## src/rtl/stepPkg.sv

```systemverilog
package stepPkg;
  typedef struct packed {
    logic stepAdvance;  // last clock of the current nibble
    logic loadCmd;      // switch to the stored command
    logic acceptCmd;    // capture an offered command into the slot
  } ctrlStrobes_t;
endpackage

```

## src/rtl/stepCtrl.sv

```systemverilog
module stepCtrl #(
  parameter int NIBBLES = 8,
  localparam int IDX_W = $clog2(NIBBLES)
) (
  input  logic clk,
  input  logic rstN,
  input  logic cmdValid,
  input  logic periodDone,
  input  logic stopReq,
  output stepPkg::ctrlStrobes_t strb,
  output logic [IDX_W-1:0] nibIdx,
  output logic ready
);
  localparam logic [IDX_W-1:0] LAST_IDX = IDX_W'(NIBBLES - 1);

  logic pending;
  logic patWrap;

  always_comb begin
    patWrap          = periodDone && (nibIdx == LAST_IDX);
    strb.stepAdvance = periodDone;
    strb.loadCmd     = patWrap && stopReq && pending;
    strb.acceptCmd   = cmdValid && !pending;
  end

  always_ff @(posedge clk or negedge rstN) begin
    if (!rstN) begin
      pending <= 1'b0;
      nibIdx  <= '0;
    end else begin
      if (strb.loadCmd)        pending <= 1'b0;
      else if (strb.acceptCmd) pending <= 1'b1;
      if (periodDone) nibIdx <= patWrap ? '0 : nibIdx + 1'b1;
    end
  end

  assign ready = !pending;
endmodule

```

## src/rtl/stepDatapath.sv

```systemverilog
module stepDatapath #(
  parameter int COILS = 4,
  parameter int PAT_W = 32,
  parameter int CNT_W = 32,
  parameter int RST_PERIOD = 4,
  parameter logic [PAT_W-1:0] STOP_PAT = 32'h8080_8080,
  localparam int NIBBLES = PAT_W / COILS,
  localparam int IDX_W = $clog2(NIBBLES)
) (
  input  logic clk,
  input  logic rstN,
  input  stepPkg::ctrlStrobes_t strb,
  input  logic [IDX_W-1:0] nibIdx,
  input  logic [CNT_W-1:0] cmdPeriod,
  input  logic [PAT_W-1:0] cmdPattern,
  input  logic [CNT_W-1:0] cmdSteps,
  output logic periodDone,
  output logic stopReq,
  output logic [COILS-1:0] coil,
  output logic [CNT_W-1:0] stepTotal
);
  logic [CNT_W-1:0] pendPeriod, pendSteps, actPeriod, target;
  logic [PAT_W-1:0] pendPattern, actPattern;
  logic [CNT_W-1:0] periodCnt, periodLimit, moveCnt;
  logic prevSense, senseRise;
  logic [COILS-1:0] nibs [NIBBLES];

  for (genvar g = 0; g < NIBBLES; g++) begin : g_nib
    assign nibs[g] = actPattern[g*COILS +: COILS];
  end

  assign coil        = nibs[nibIdx];
  assign periodLimit = (actPeriod == '0) ? '0 : actPeriod - 1'b1;
  assign periodDone  = (periodCnt == periodLimit);
  assign senseRise   = coil[COILS-1] & ~prevSense;
  assign stopReq     = (moveCnt >= target);

  always_ff @(posedge clk or negedge rstN) begin
    if (!rstN) begin
      pendPeriod  <= '0;
      pendPattern <= '0;
      pendSteps   <= '0;
    end else if (strb.acceptCmd) begin
      pendPeriod  <= cmdPeriod;
      pendPattern <= cmdPattern;
      pendSteps   <= cmdSteps;
    end
  end

  always_ff @(posedge clk or negedge rstN) begin
    if (!rstN) begin
      actPeriod  <= CNT_W'(RST_PERIOD);
      actPattern <= STOP_PAT;
      target     <= '0;
      moveCnt    <= '0;
    end else if (strb.loadCmd) begin
      actPeriod  <= pendPeriod;
      actPattern <= pendPattern;
      target     <= pendSteps;
      moveCnt    <= '0;
    end else begin
      moveCnt    <= moveCnt + CNT_W'(senseRise);
    end
  end

  always_ff @(posedge clk or negedge rstN) begin
    if (!rstN) begin
      periodCnt <= '0;
      prevSense <= 1'b0;
      stepTotal <= '0;
    end else begin
      periodCnt <= strb.stepAdvance ? '0 : periodCnt + 1'b1;
      prevSense <= coil[COILS-1];
      stepTotal <= stepTotal + CNT_W'(senseRise);
    end
  end
endmodule

```

## src/rtl/stepSequencer.sv

```systemverilog
module stepSequencer #(
  parameter int COILS = 4,
  parameter int PAT_W = 32,
  parameter int CNT_W = 32,
  parameter int RST_PERIOD = 4,
  parameter logic [PAT_W-1:0] STOP_PAT = 32'h8080_8080
) (
  input  logic clk,
  input  logic rstN,
  input  logic cmdValid,
  input  logic [CNT_W-1:0] cmdPeriod,
  input  logic [PAT_W-1:0] cmdPattern,
  input  logic [CNT_W-1:0] cmdSteps,
  output logic [COILS-1:0] coil,
  output logic ready,
  output logic stopReq,
  output logic [CNT_W-1:0] stepTotal
);
  localparam int NIBBLES = PAT_W / COILS;
  localparam int IDX_W = $clog2(NIBBLES);

  stepPkg::ctrlStrobes_t strb;
  logic [IDX_W-1:0] nibIdx;
  logic periodDone;

  stepCtrl #(.NIBBLES(NIBBLES)) u_ctrl (
    .clk(clk), .rstN(rstN), .cmdValid(cmdValid), .periodDone(periodDone),
    .stopReq(stopReq), .strb(strb), .nibIdx(nibIdx), .ready(ready)
  );

  stepDatapath #(
    .COILS(COILS), .PAT_W(PAT_W), .CNT_W(CNT_W),
    .RST_PERIOD(RST_PERIOD), .STOP_PAT(STOP_PAT)
  ) u_dp (
    .clk(clk), .rstN(rstN), .strb(strb), .nibIdx(nibIdx),
    .cmdPeriod(cmdPeriod), .cmdPattern(cmdPattern), .cmdSteps(cmdSteps),
    .periodDone(periodDone), .stopReq(stopReq), .coil(coil), .stepTotal(stepTotal)
  );
endmodule

```

## config.mk

```make
export PLATFORM = sky130hd
export DESIGN_NAME = stepSequencer
export DESIGN_NICKNAME = d
export VERILOG_FILES = /design/src/rtl/stepPkg.sv /design/src/rtl/stepCtrl.sv /design/src/rtl/stepDatapath.sv /design/src/rtl/stepSequencer.sv
export SDC_FILE = /design/constraint.sdc
export NUM_CORES = 1
export LEC_CHECK = 0
export BUFFER_PORTS_ARGS = -buffer_cell sky130_fd_sc_hd__buf_4
export CAP_MARGIN = 40
export CELL_PAD_IN_SITES_DETAIL_PLACEMENT = 0
export CELL_PAD_IN_SITES_GLOBAL_PLACEMENT = 1
export CORE_MARGIN = 8
export CORE_UTILIZATION = 25
export DETAILED_ROUTE_END_ITERATION = 8
export PLACE_DENSITY_LB_ADDON = 0.1
export SYNTH_ARGS = -nofsm -noshare
export SYNTH_HDL_FRONTEND = slang
export SYNTH_SLANG_ARGS = --single-unit
```

## constraint.sdc

```tcl
create_clock -name clk -period 4.4 [get_ports clk]
set_input_delay 0.66 -clock clk [delete_from_list [all_inputs] [get_ports clk]]
set_output_delay 0.66 -clock clk [all_outputs]
set_load 0.01 [all_outputs]
```

# --- Word level (Yosys, flattened, before mapping) ---
# Cells that the tools add are included.
totals:
  output_inout_bits: 38
  ff_bits: 293
  inputBits: 99
  wordCells: 40
op_classes:
  n_bitwise: 3
  addsub: 5
  eq_ne: 2
  magnitude_cmp: 2
  muxes: 9
  n_reduce_logical: 7
ops:
  columns: ["cell", "n"]
  rows:
  - ["32-bit two-way mux", 3]
  - ["32-bit by 1-bit adder with 32-bit output", 2]
  - ["32-bit by 1-bit adder with 32-bit output (second input constant)", 1]
  - ["32-bit equality test", 1]
  - ["32-bit >= comparator", 1]
  - ["32-bit zero test", 1]
  - ["32-bit by 1-bit subtractor with 32-bit output (second input constant)", 1]
  - ["4-bit binary-select mux with 3-bit select", 1]
  - ["4-bit two-way mux", 2]
  - ["4-bit >= comparator (second input constant)", 1]
  - ["1-bit logical AND", 4]
  - ["3-bit inverter with 4-bit output", 1]
  - ["3-bit by 1-bit adder with 3-bit output (second input constant)", 1]
  - ["3-bit equality test (second input constant)", 1]
  - ["3-bit two-way mux", 1]
  - ["1-bit two-way mux", 2]
  - ["2-bit nonzero test", 1]
  - ["1-bit AND", 1]
  - ["1-bit zero test", 1]
  - ["1-bit inverter", 1]

# --- Logic depth before layout (Yosys ltp) ---
# Gate-level depths: netlist (run 1).
logic_depth:
  ltp_word: 7
  mapped_depth: 17
  depth_no_buf: 13

# --- By module ---
# A second synthesis (run 1) with hierarchy kept.
hier_totals:
  hier_cells: 1239
  area_unflattened_um2: 14032.2
modules_own_cells:
  columns: ["module", "cells_per_inst", "area_each_um2", "seq_area_each_um2", "n_inst"]
  rows:
  - ["stepDatapath", 1221, 13824.5, 7238.2, 1]
  - ["stepCtrl", 18, 207.7, 100.1, 1]

# --- Worst setup path before layout (run 1) ---
# Ideal clock, no wire load.
synth_path:
  kind: "reg2reg"
  start: "reg u_dp.actPeriod[7]"
  end: "reg u_dp.actPattern[25]"
  n_path_buf: 4
  path_stages_with_launch: 14
  setup_ps: 125
  arrival_ps: 3689
  setup_slack_ps: 586
  period_less_slack_ps: 3814
  required_time_ps: 4275
  path_cell_list: "dfrtp_1 -> buf_6 -> or4_4 -> or4_4 -> buf_6 -> nor3_1 -> xnor2_1 -> nor2_1 -> or4_1 -> a211oi_2 -> and4_4 -> buf_8 -> buf_8 -> mux2_4"
synth_between:
  elab_chain_len: 6
  word_cells_on_any_way: 7
  classes_between: "add/sub (1); eq/ne (1); mux (1); reduce/logical (4)"
synth_lines:
  columns: ["element", "line", "rtl"]
  rows:
  - ["from (decl)", "stepDatapath.sv:22", "logic [CNT_W-1:0] pendPeriod, pendSteps, actPeriod, target;"]
  - ["from (signal assigned)", "stepDatapath.sv:52", "actPeriod <= CNT_W'(RST_PERIOD);"]
  - ["from (signal assigned)", "stepDatapath.sv:57", "actPeriod <= pendPeriod;"]
  - ["32-bit by 1-bit subtractor with 32-bit output or 32-bit zero test (tied branches)", "stepDatapath.sv:33", "assign periodLimit = (actPeriod == '0) ? '0 : actPeriod - 1'b1;"]
  - ["32-bit two-way mux (*)", "stepDatapath.sv:33", null]
  - ["32-bit equality test (*)", "stepDatapath.sv:34", "assign periodDone = (periodCnt == periodLimit);"]
  - ["1-bit logical AND (*)", "stepCtrl.sv:20", "patWrap = periodDone && (nibIdx == LAST_IDX);"]
  - ["1-bit logical AND (*) (2 in a row)", "stepCtrl.sv:22", "strb.loadCmd = patWrap && stopReq && pending;"]
  - ["to (signal assigned)", "stepDatapath.sv:58", "actPattern <= pendPattern;"]
  - ["to (decl)", "stepDatapath.sv:23", "logic [PAT_W-1:0] pendPattern, actPattern;"]
# Every way passes the cells marked *; elsewhere a longest branch is shown, timed or not.
# A chain may end at the register's enable or synchronous reset.

# --- Worst setup path after layout (run 1) ---
layout_path:
  start: "reg u_dp.actPeriod[6]"
  end: "reg u_dp.actPattern[29]"
# Same word-level chain as after synthesis.

==> results.json, run 1 <==
{
  "worstSetupEndpointType": "flip-flop",
  "postSynthAreaPerCell_sq_um": 12.1,
  "die_h_um": 258,
  "core_region_area_sq_mm": 0.0586,
  "crit_type": "reg -> reg",
  "die_x_um": 258,
  "area_delta_synth_final_pct": 22.7,
  "fill_cells": 6058,
  "max_freq_mhz": 241,
  "synth_warnings": 0,
  "slew_violations": 0,
  "fin_nets": 1528,
  "cts_setup_buffers": 0,
  "crit_path_max_incr_delay_ps": 670,
  "ys_types": 67,
  "portBuffers": 136,
  "clockRootBuffer": "clkbuf_16",
  "path_delay_family": "simple AND/OR/NAND/NOR gates",
  "worstReg2RegEnd": "u_dp.actPattern[29]",
  "wl_per_cell_um": 17.7,
  "antenna_found_initial": 2,
  "status": "finished, final reports clean",
  "grt_use_total": 0.116,
  "grt_overflow": 0,
  "rows": 89,
  "viasPerCell": 4.42,
  "setup_viol": 0,
  "dieArea_sq_mm": 0.0668,
  "crit_fanout": 17,
  "total_leakage_power_nw": 8.04,
  "maxCapViolCount": 0,
  "start_util": 0.251,
  "cp.required_ps": 4830,
  "cts_resized": 0,
  "syn-num-nets": 1356,
  "route.vias.total": 9681,
  "grt_util_met1": 0.161,
  "synth.top_cells.by_count": "dfrtp_1 (288), mux2_2 (125), nor2_1 (112)",
  "cts_tree": "built",
  "slowest_stage": "or4_4",
  "grt_max_degree": 87,
  "min_period_over_period": 0.943,
  "ys_top_cells_by_area": "dfrtp_1 (49%), mux2_2 (9.6%), mux2_4 (7.6%)",
  "slew_headroom": 0.497,
  "ant_nets": 0,
  "path_cells": "or4_4 > or4_4 > nor3_1 > xnor2_1 > nor2_1 > or4_1 > a211oi_2 > and4_4 > buf_12 > buf_12 > mux2_2",
  "cts_sinks": 293,
  "cts_made_buffers": 39,
  "fin_setup_tns_ps": 0,
  "hold_violations": 0,
  "startpoint_type": "flip-flop",
  "synth_cells": 1217,
  "seq_area_frac_synth": 0.500,
  "netlist.area_leader.share": 0.491,
  "met2_usage": 0.180,
  "grt_pass1_wl_mm": 61.7,
  "yosysMostFrequentCell": "dfrtp_1",
  "synth_edf_count": 0,
  "wirelength_mm": 38.7,
  "drive_above_1_share": 0.335,
  "grt_setup_unrepaired": "no",
  "insertion_delay_ps": 550,
  "final_util": 0.308,
  "power_mw": 7.19,
  "r2r_cells": 11,
  "vdd_drop_max_uv": 214,
  "min_period_ps": 4150,
  "synth_area_sq_mm": 0.0147,
  "cp.arrival_ps": 4580,
  "use_met3": 0.0253,
  "htree_levels": 2,
  "place_hpwl_mm": 28.4,
  "dr.first_iter.drc_count": 435,
  "io_pins": 137,
  "drt_first_pass_iters": 5,
  "skew_ps": 18.5,
  "reg2reg_slack_ps": 250,
  "cts_buffer_depth": 3,
  "remaining_drc_errors": 0,
  "async_reset_ff_frac": 1.00,
  "powerDensity_mw_per_mm2": 399,
  "yosys.area.top_type": "dfrtp_1",
  "rr_startpoint": "u_dp.actPeriod[6]",
  "cts_hold_buf": 0,
  "ys_ff_latch": 293,
  "grt_busiest_layer": "met2",
  "path_buf_inv": 2,
  "hp-class": "in -> async",
  "tightest_slew_ps": 754,
  "synthFlopType": "dfrtp_1",
  "clk_pin_slew_ps": 60,
  "grt_pass1_vias": 10200,
  "place_congestion": 0.779
}
==> per-layer routing <==
layer	up-vias	part of all wire
li1	4659	-
met1	4813	0.48
met2	147	0.45
met3	60	0.044
met4	2	0.020
met5	-	0.00034
==> layout make-up <==
type                    instances  area, sq um  share of cell area
clock buffers                  59         1150              0.0639
clock inverters                10         81.3             0.00451
repair buffers                186         1520              0.0842
multi-input cells             826         6800               0.377
well taps                     773          967              0.0537
flip-flops and latches        293         7340               0.407
diodes                          1         2.50            0.000139
inverters                      43          161             0.00896
==> kinds of logic (layout without fill, tap and decap cells) <==
family	count (synthesis)	count (layout)	share of synthesized area
buffers and inverters	98	298	0.0378
xor gates and xnor gates	116	116	0.0692
AOI/OAI and AO/OA	97	97	0.0464
adders and majority gates	40	40	0.0341
other	0	1	0
DFF	293	293	0.500
and+or+nand+nor	363	363	0.127
muxes	210	210	0.186
==> worst reg2reg max path, stage by stage (launching register included) <==
cell	delay, ps
dfrtp_1	430
or4_4	590
or4_4	670
nor3_1	280
xnor2_1	180
nor2_1	80
or4_1	520
a211oi_2	280
and4_4	270
buf_12	180
buf_12	200
mux2_2	350
==> state kept, by name, summed over array words and instances (netlist names), 3 cells and up <==
| register | flops |
|---|---|
| u_dp.actPattern | 32 |
| u_dp.actPeriod | 32 |
| u_dp.moveCnt | 32 |
| u_dp.pendPattern | 32 |
| u_dp.pendPeriod | 32 |
| u_dp.pendSteps | 32 |
| u_dp.periodCnt | 32 |
| u_dp.stepTotal | 32 |
| u_dp.target | 32 |
| u_ctrl.nibIdx | 3 |
==> cells in the final DEF (no fill, tap or decap), types with 6 or more instances in the layout <==
| cell | count |
|---|---|
| dfrtp_1 | 288 |
| nand3_1 | 44 |
| nor2_1 | 112 |
| nor2b_1 | 10 |
| a21o_1 | 16 |
| nor3_1 | 21 |
| or2_2 | 8 |
| buf_4 | 176 |
| mux4_2 | 8 |
| o21ai_0 | 15 |
| mux2_2 | 125 |
| or4_1 | 10 |
| o211ai_1 | 6 |
| clkbuf_1 | 10 |
| or3_1 | 12 |
| ha_1 | 40 |
| nand2_1 | 53 |
| and3_1 | 22 |
| nor4_1 | 12 |
| mux2_4 | 74 |
| clkbuf_16 | 39 |
| a21oi_1 | 23 |
| clkbuf_8 | 10 |
| xor2_1 | 54 |
| buf_12 | 9 |
| inv_1 | 43 |
| xnor2_1 | 62 |
| nand4_1 | 26 |
==> power breakdown <==
part / switching (mW) / internal, mW
clock: 1.23 / 1.81
sequential: 0.238 / 2.99
combinational: 0.387 / 0.524
total: 1.86 / 5.33
==> stage by stage <==
step                      setup slack [ps]  area [sq um]  hold slack [ps]  instances
after floorplan                        586         14700              364       1217
after global placement                 275         16800              470       2121
after detailed placement               275         16800              481       2121
after CTS                              240         18000              161       2190
after global routing                  25.0         18000              155       2190
final                                  252         18000              116       2191
==> how the worst max path moves through the flow <==
stage	end	depth (start not counted)	from	slack, ps
final	u_dp.actPattern[29]	11	u_dp.actPeriod[6]	250
after CTS	u_dp.target[20]	11	u_dp.actPeriod[6]	240
after floorplan	u_dp.actPattern[25]	13	u_dp.actPeriod[7]	590
after global placement	u_dp.target[20]	11	u_dp.actPeriod[6]	280
after detailed placement	u_dp.target[14]	11	u_dp.actPeriod[6]	270
after global routing	u_dp.actPattern[29]	12	u_dp.actPeriod[26]	20
(Power assumes the default switching activity.)
==> run 2: changes to the inputs <==
clock period = 5.2 ns   (was 4.4 ns; I/O delays follow)
==> run 2 against run 1 <==
Against the previous run: register-to-register slack gained 280 ps; clock-buffer cell count shrank 2; via count shrank 1.5%; final area shrank 1.2%; sequential share of layout area grew 0.49 points; setup slack gained 280 ps; critical endpoint is now u_dp.actPattern[20]; largest power group unchanged.
==> results.json, run 2 (same netlist as run 1, synthesis figures left out) <==
{
  "status": "finished, final reports clean",
  "min_period_over_period": 0.898,
  "clk_pin_slew_ps": 60,
  "cts_hold_buf": 0,
  "place_congestion": 0.804,
  "antenna_found_initial": 0,
  "fin_nets": 1499,
  "cp.arrival_ps": 5090,
  "crit_path_end": "u_dp.actPattern[20]",
  "crit_fanout": 22,
  "cts_made_buffers": 39,
  "startpoint_type": "flip-flop",
  "rr_startpoint": "u_dp.actPeriod[12]",
  "r2r_cells": 10,
  "grt_pass1_wl_mm": 62.1,
  "grt_pass1_vias": 10300,
  "io_pins": 137,
  "fill_cells": 6064,
  "ant_nets": 0,
  "startpoint": "u_dp.actPeriod[12]",
  "final_cell_mix": "dfrtp_1 (288), buf_4 (152), mux2_2 (125)",
  "whs_ps": 204,
  "ff_latch_area_sq_mm": 0.00734,
  "start_util": 0.251,
  "setup_viol": 0,
  "powerDensity_mw_per_mm2": 347,
  "antenna_cells": 0,
  "min_period_ps": 4670,
  "cts_tree": "built",
  "hp-class": "in -> async",
  "route.vias.total": 9533,
  "cts_setup_buffers": 0,
  "fin_setup_tns_ps": 0,
  "vdd_drop_max_uv": 171,
  "total_leakage_power_nw": 7.91,
  "insertion_delay_ps": 550,
  "core_region_area_sq_mm": 0.0586,
  "remaining_drc_errors": 0,
  "area_delta_synth_final_pct": 21.2,
  "cp.required_ps": 5620,
  "maxCapViolCount": 0,
  "dr.first_iter.drc_count": 358,
  "multi_input_area_sq_mm": 0.00680,
  "drive_above_1_share": 0.323,
  "max_freq_mhz": 214,
  "wirelength_mm": 38.4,
  "crit_type": "reg -> reg",
  "skew_ps": 16.1,
  "die_x_um": 258,
  "clockRootBuffer": "clkbuf_16",
  "cts_resized": 0,
  "cts_sinks": 293,
  "reg2reg_slack_ps": 530,
  "grt_setup_unrepaired": "no",
  "die_h_um": 258,
  "drt_first_pass_iters": 5,
  "portBuffers": 136,
  "grt_max_degree": 107,
  "rows": 89,
  "htree_levels": 2,
  "final_common_cell": "dfrtp_1",
  "tightest_slew_ps": 710,
  "grt_overflow": 0,
  "wl_per_cell_um": 17.8,
  "worstSetupEndpointType": "flip-flop",
  "dieArea_sq_mm": 0.0668,
  "cts_buffer_depth": 3,
  "slew_violations": 0,
  "place_hpwl_mm": 27.6,
  "worstReg2RegEnd": "u_dp.actPattern[20]",
  "slew_headroom": 0.526,
  "grt_use_total": 0.116,
  "hold_violations": 0,
  "viasPerCell": 4.41
}
## run 2: changes by cell type in the layout (fill, tap and decap cells not counted), sizes merged
cell    before  now
diode        1    0
buf        186  157
bufinv       0    3
clkbuf      59   57
## run 2: layout make-up
type / count / share of cell area
clock buffer: 57 / 0.0642
sequential: 293 / 0.412
timing repair buffer: 157 / 0.0694
multi-input combinational: 826 / 0.382
inverter: 43 / 0.00907
clock inverter: 13 / 0.00879
tap: 773 / 0.0543
## run 2: how the worst min path moves through the flow
| stage | from | to | cells past startpoint | slack, ps |
|---|---|---|---|---|
| final | rstN | u_dp.stepTotal[8] | 1 | 200 |
| after global routing | rstN | u_dp.stepTotal[8] | 1 | 220 |
| after CTS | rstN | u_dp.stepTotal[8] | 1 | 210 |
| after detailed placement | u_dp.stepTotal[13] | u_dp.stepTotal[13] | 1 | 480 |
| after global placement | u_dp.stepTotal[31] | u_dp.stepTotal[31] | 1 | 470 |
| after floorplan | u_dp.pendPattern[31] | u_dp.pendPattern[31] | 1 | 470 |
## run 2: routing by layer
metal,routed length [um],part of all wire,track usage
met3,1520,0.040,0.0243
met5,0,0,0
met4,988,0.026,0.0344
met1,18600,0.48,0.162
met2,17300,0.45,0.179
## run 2: where the power goes
group	internal [mW]	switching, mW
registers	2.53	0.206
logic	0.427	0.314
clock network	1.67	1.04
## run 2: worst max-delay path, stage by stage, from the launching register on
cell and delay (ps):
dfrtp_1 510, or4_1 680, or4_4 590, o41ai_1 520, a21oi_1 200, xor2_1 190, a2111oi_0 340, and4b_1 260
and4_4 510, buf_4 400, mux2_4 340
## run 2: through the flow
step / worst slack (ps) / power [mW] / cell area (sq um) / std cells / util
after floorplan: 1390 / 3.19 / 14700 / 1217 / -
after global placement: 627 / 3.53 / 16500 / 2092 / 0.282
after detailed placement: 570 / 3.54 / 16500 / 2092 / 0.282
after CTS: 520 / 6.35 / 17800 / 2162 / 0.304
after global routing: 396 / 6.54 / 17800 / 2162 / 0.304
final: 529 / 6.19 / 17800 / 2162 / 0.304
==> run 3: changes to the inputs <==
PLACE_DENSITY_LB_ADDON = 0.15   (was 0.1)
==> run 3 against run 2 <==
Against the previous run: register-to-register slack better by 210 ps; die area stayed put; global-route usage fell by 0.36 points; clock skew increased by 19 ps; worst hold slack gained 27 ps; via count grew 0.68%; cell count fell by 0.23%; setup slack better by 210 ps; final area decreased by 0.21%; first-iteration DRC count did not move; critical path depth did not move; clock-buffer cell count grew 2; critical endpoint is now u_dp.target[31]; largest power group unchanged.
==> results.json, run 3 (same netlist as run 1, synthesis figures left out) <==
{
  "path_buf_inv": 1,
  "fin_nets": 1495,
  "io_pins": 137,
  "tightest_slew_ps": 842,
  "remaining_drc_errors": 0,
  "ant_nets": 0,
  "dr.first_iter.drc_count": 358,
  "start_util": 0.251,
  "grt_pass1_vias": 10200,
  "rr_startpoint": "u_dp.actPeriod[12]",
  "path_cells": "or4_1 > or4_4 > nor3_1 > xnor2_1 > nor2_1 > or4_1 > a211oi_2 > and4_4 > buf_12 > mux2_2",
  "grt_pass1_wl_mm": 60.3,
  "core_region_area_sq_mm": 0.0586,
  "r2r_cells": 10,
  "grt_overflow": 0,
  "reg2reg_slack_ps": 740,
  "cts_sinks": 293,
  "cts_tree": "built",
  "cts_setup_buffers": 0,
  "skew_ps": 34.6,
  "hp-class": "in -> async",
  "die_h_um": 258,
  "grt_setup_unrepaired": "no",
  "slew_headroom": 0.439,
  "clockRootBuffer": "clkbuf_16",
  "cp.arrival_ps": 4900,
  "setup_viol": 0,
  "place_congestion": 0.808,
  "min_period_over_period": 0.857,
  "crit_fanout": 57,
  "clk_pin_slew_ps": 50,
  "cts_resized": 0,
  "powerDensity_mw_per_mm2": 345,
  "place_hpwl_mm": 26.4,
  "max_freq_mhz": 224,
  "crit_type": "reg -> reg",
  "total_leakage_power_nw": 7.88,
  "worstSetupEndpointType": "flip-flop",
  "antenna_found_initial": 3,
  "vdd_drop_max_uv": 212,
  "maxCapViolCount": 0,
  "slowest_stage": "or4_1",
  "rows": 89,
  "final_cell_mix": "dfrtp_1 (288), buf_4 (148), mux2_2 (125)",
  "fin_setup_tns_ps": 0,
  "cts_hold_buf": 0,
  "path_delay_family": "simple AND/OR/NAND/NOR gates",
  "route.vias.total": 9598,
  "grt_use_total": 0.112,
  "power_mw": 6.13,
  "area_delta_synth_final_pct": 21.0,
  "portBuffers": 136,
  "die_x_um": 258,
  "htree_levels": 2,
  "multi_input_area_sq_mm": 0.00680,
  "wl_per_cell_um": 17.5,
  "cts_made_buffers": 38,
  "path_common_cell": "or4_1",
  "crit_path_max_incr_delay_ps": 690,
  "wirelength_mm": 37.6,
  "fill_cells": 6049,
  "cp.required_ps": 5640,
  "slew_violations": 0,
  "worstReg2RegEnd": "u_dp.target[31]",
  "insertion_delay_ps": 560,
  "final_common_cell": "dfrtp_1",
  "hold_violations": 0,
  "drt_first_pass_iters": 4,
  "cts_buffer_depth": 3,
  "startpoint_type": "flip-flop",
  "viasPerCell": 4.45,
  "ff_latch_area_sq_mm": 0.00734,
  "min_period_ps": 4460,
  "grt_max_degree": 109,
  "drive_above_1_share": 0.319,
  "status": "finished, final reports clean",
  "dieArea_sq_mm": 0.0668
}
run 3: changes by cell type in the layout (fill, tap and decap cells not counted), sizes merged:
cell      change
clkbuf        +2
bufinv        -1
clkinvlp      -2
inv           -2
diode         +1
buf           -3
run 3: cell type report:
type | count | share of cell area
well taps | 773 | 0.0544
flip-flops and latches | 293 | 0.413
clock inverters | 8 | 0.00733
diodes | 1 | 0.000141
inverters | 43 | 0.00909
multi-input cells | 826 | 0.383
clock buffers | 59 | 0.0642
repair buffers | 154 | 0.0690
run 3: power breakdown:
part | total, mW | leakage [nW] | switching (mW) | internal, mW
Clock | 2.66 | 0.622 | 1.05 | 1.61
Combinational | 0.731 | 3.57 | 0.306 | 0.424
Sequential | 2.74 | 3.69 | 0.211 | 2.53
Total | 6.13 | 7.88 | 1.57 | 4.56
run 3: how the worst max path moves through the flow:
stage,from,endpoint,cells past startpoint
floorplan,u_dp.actPeriod[7],u_dp.actPattern[25],13
global placement,u_dp.actPeriod[12],u_dp.actPattern[30],9
detailed placement,u_dp.actPeriod[12],u_dp.actPattern[29],10
CTS,u_dp.actPeriod[12],u_dp.actPeriod[11],10
global route,u_dp.actPeriod[12],u_dp.target[31],10
finish,u_dp.actPeriod[12],u_dp.target[31],10
run 3: per-stage QoR:
| step | std cells | area (sq um) | utilization | hold WS [ps] | setup WS [ps] |
|---|---|---|---|---|---|
| 5_1_grt | 2156 | 17800 | 0.303 | 297 | 513 |
| 3_3_place_gp | 2089 | 16500 | 0.282 | 465 | 801 |
| 4_1_cts | 2156 | 17800 | 0.303 | 263 | 770 |
| 2_1_floorplan | 1217 | 14700 | - | 475 | 1390 |
| 3_5_place_dp | 2089 | 16500 | 0.282 | 467 | 769 |
| 6_report | 2157 | 17800 | 0.303 | 231 | 743 |
run 3: layer usage:
metal | share of wire | global-route usage
met1 | 0.48 | 0.155
met2 | 0.45 | 0.175
met3 | 0.045 | 0.0244
met4 | 0.023 | 0.0341
met5 | 0.00045 | 0
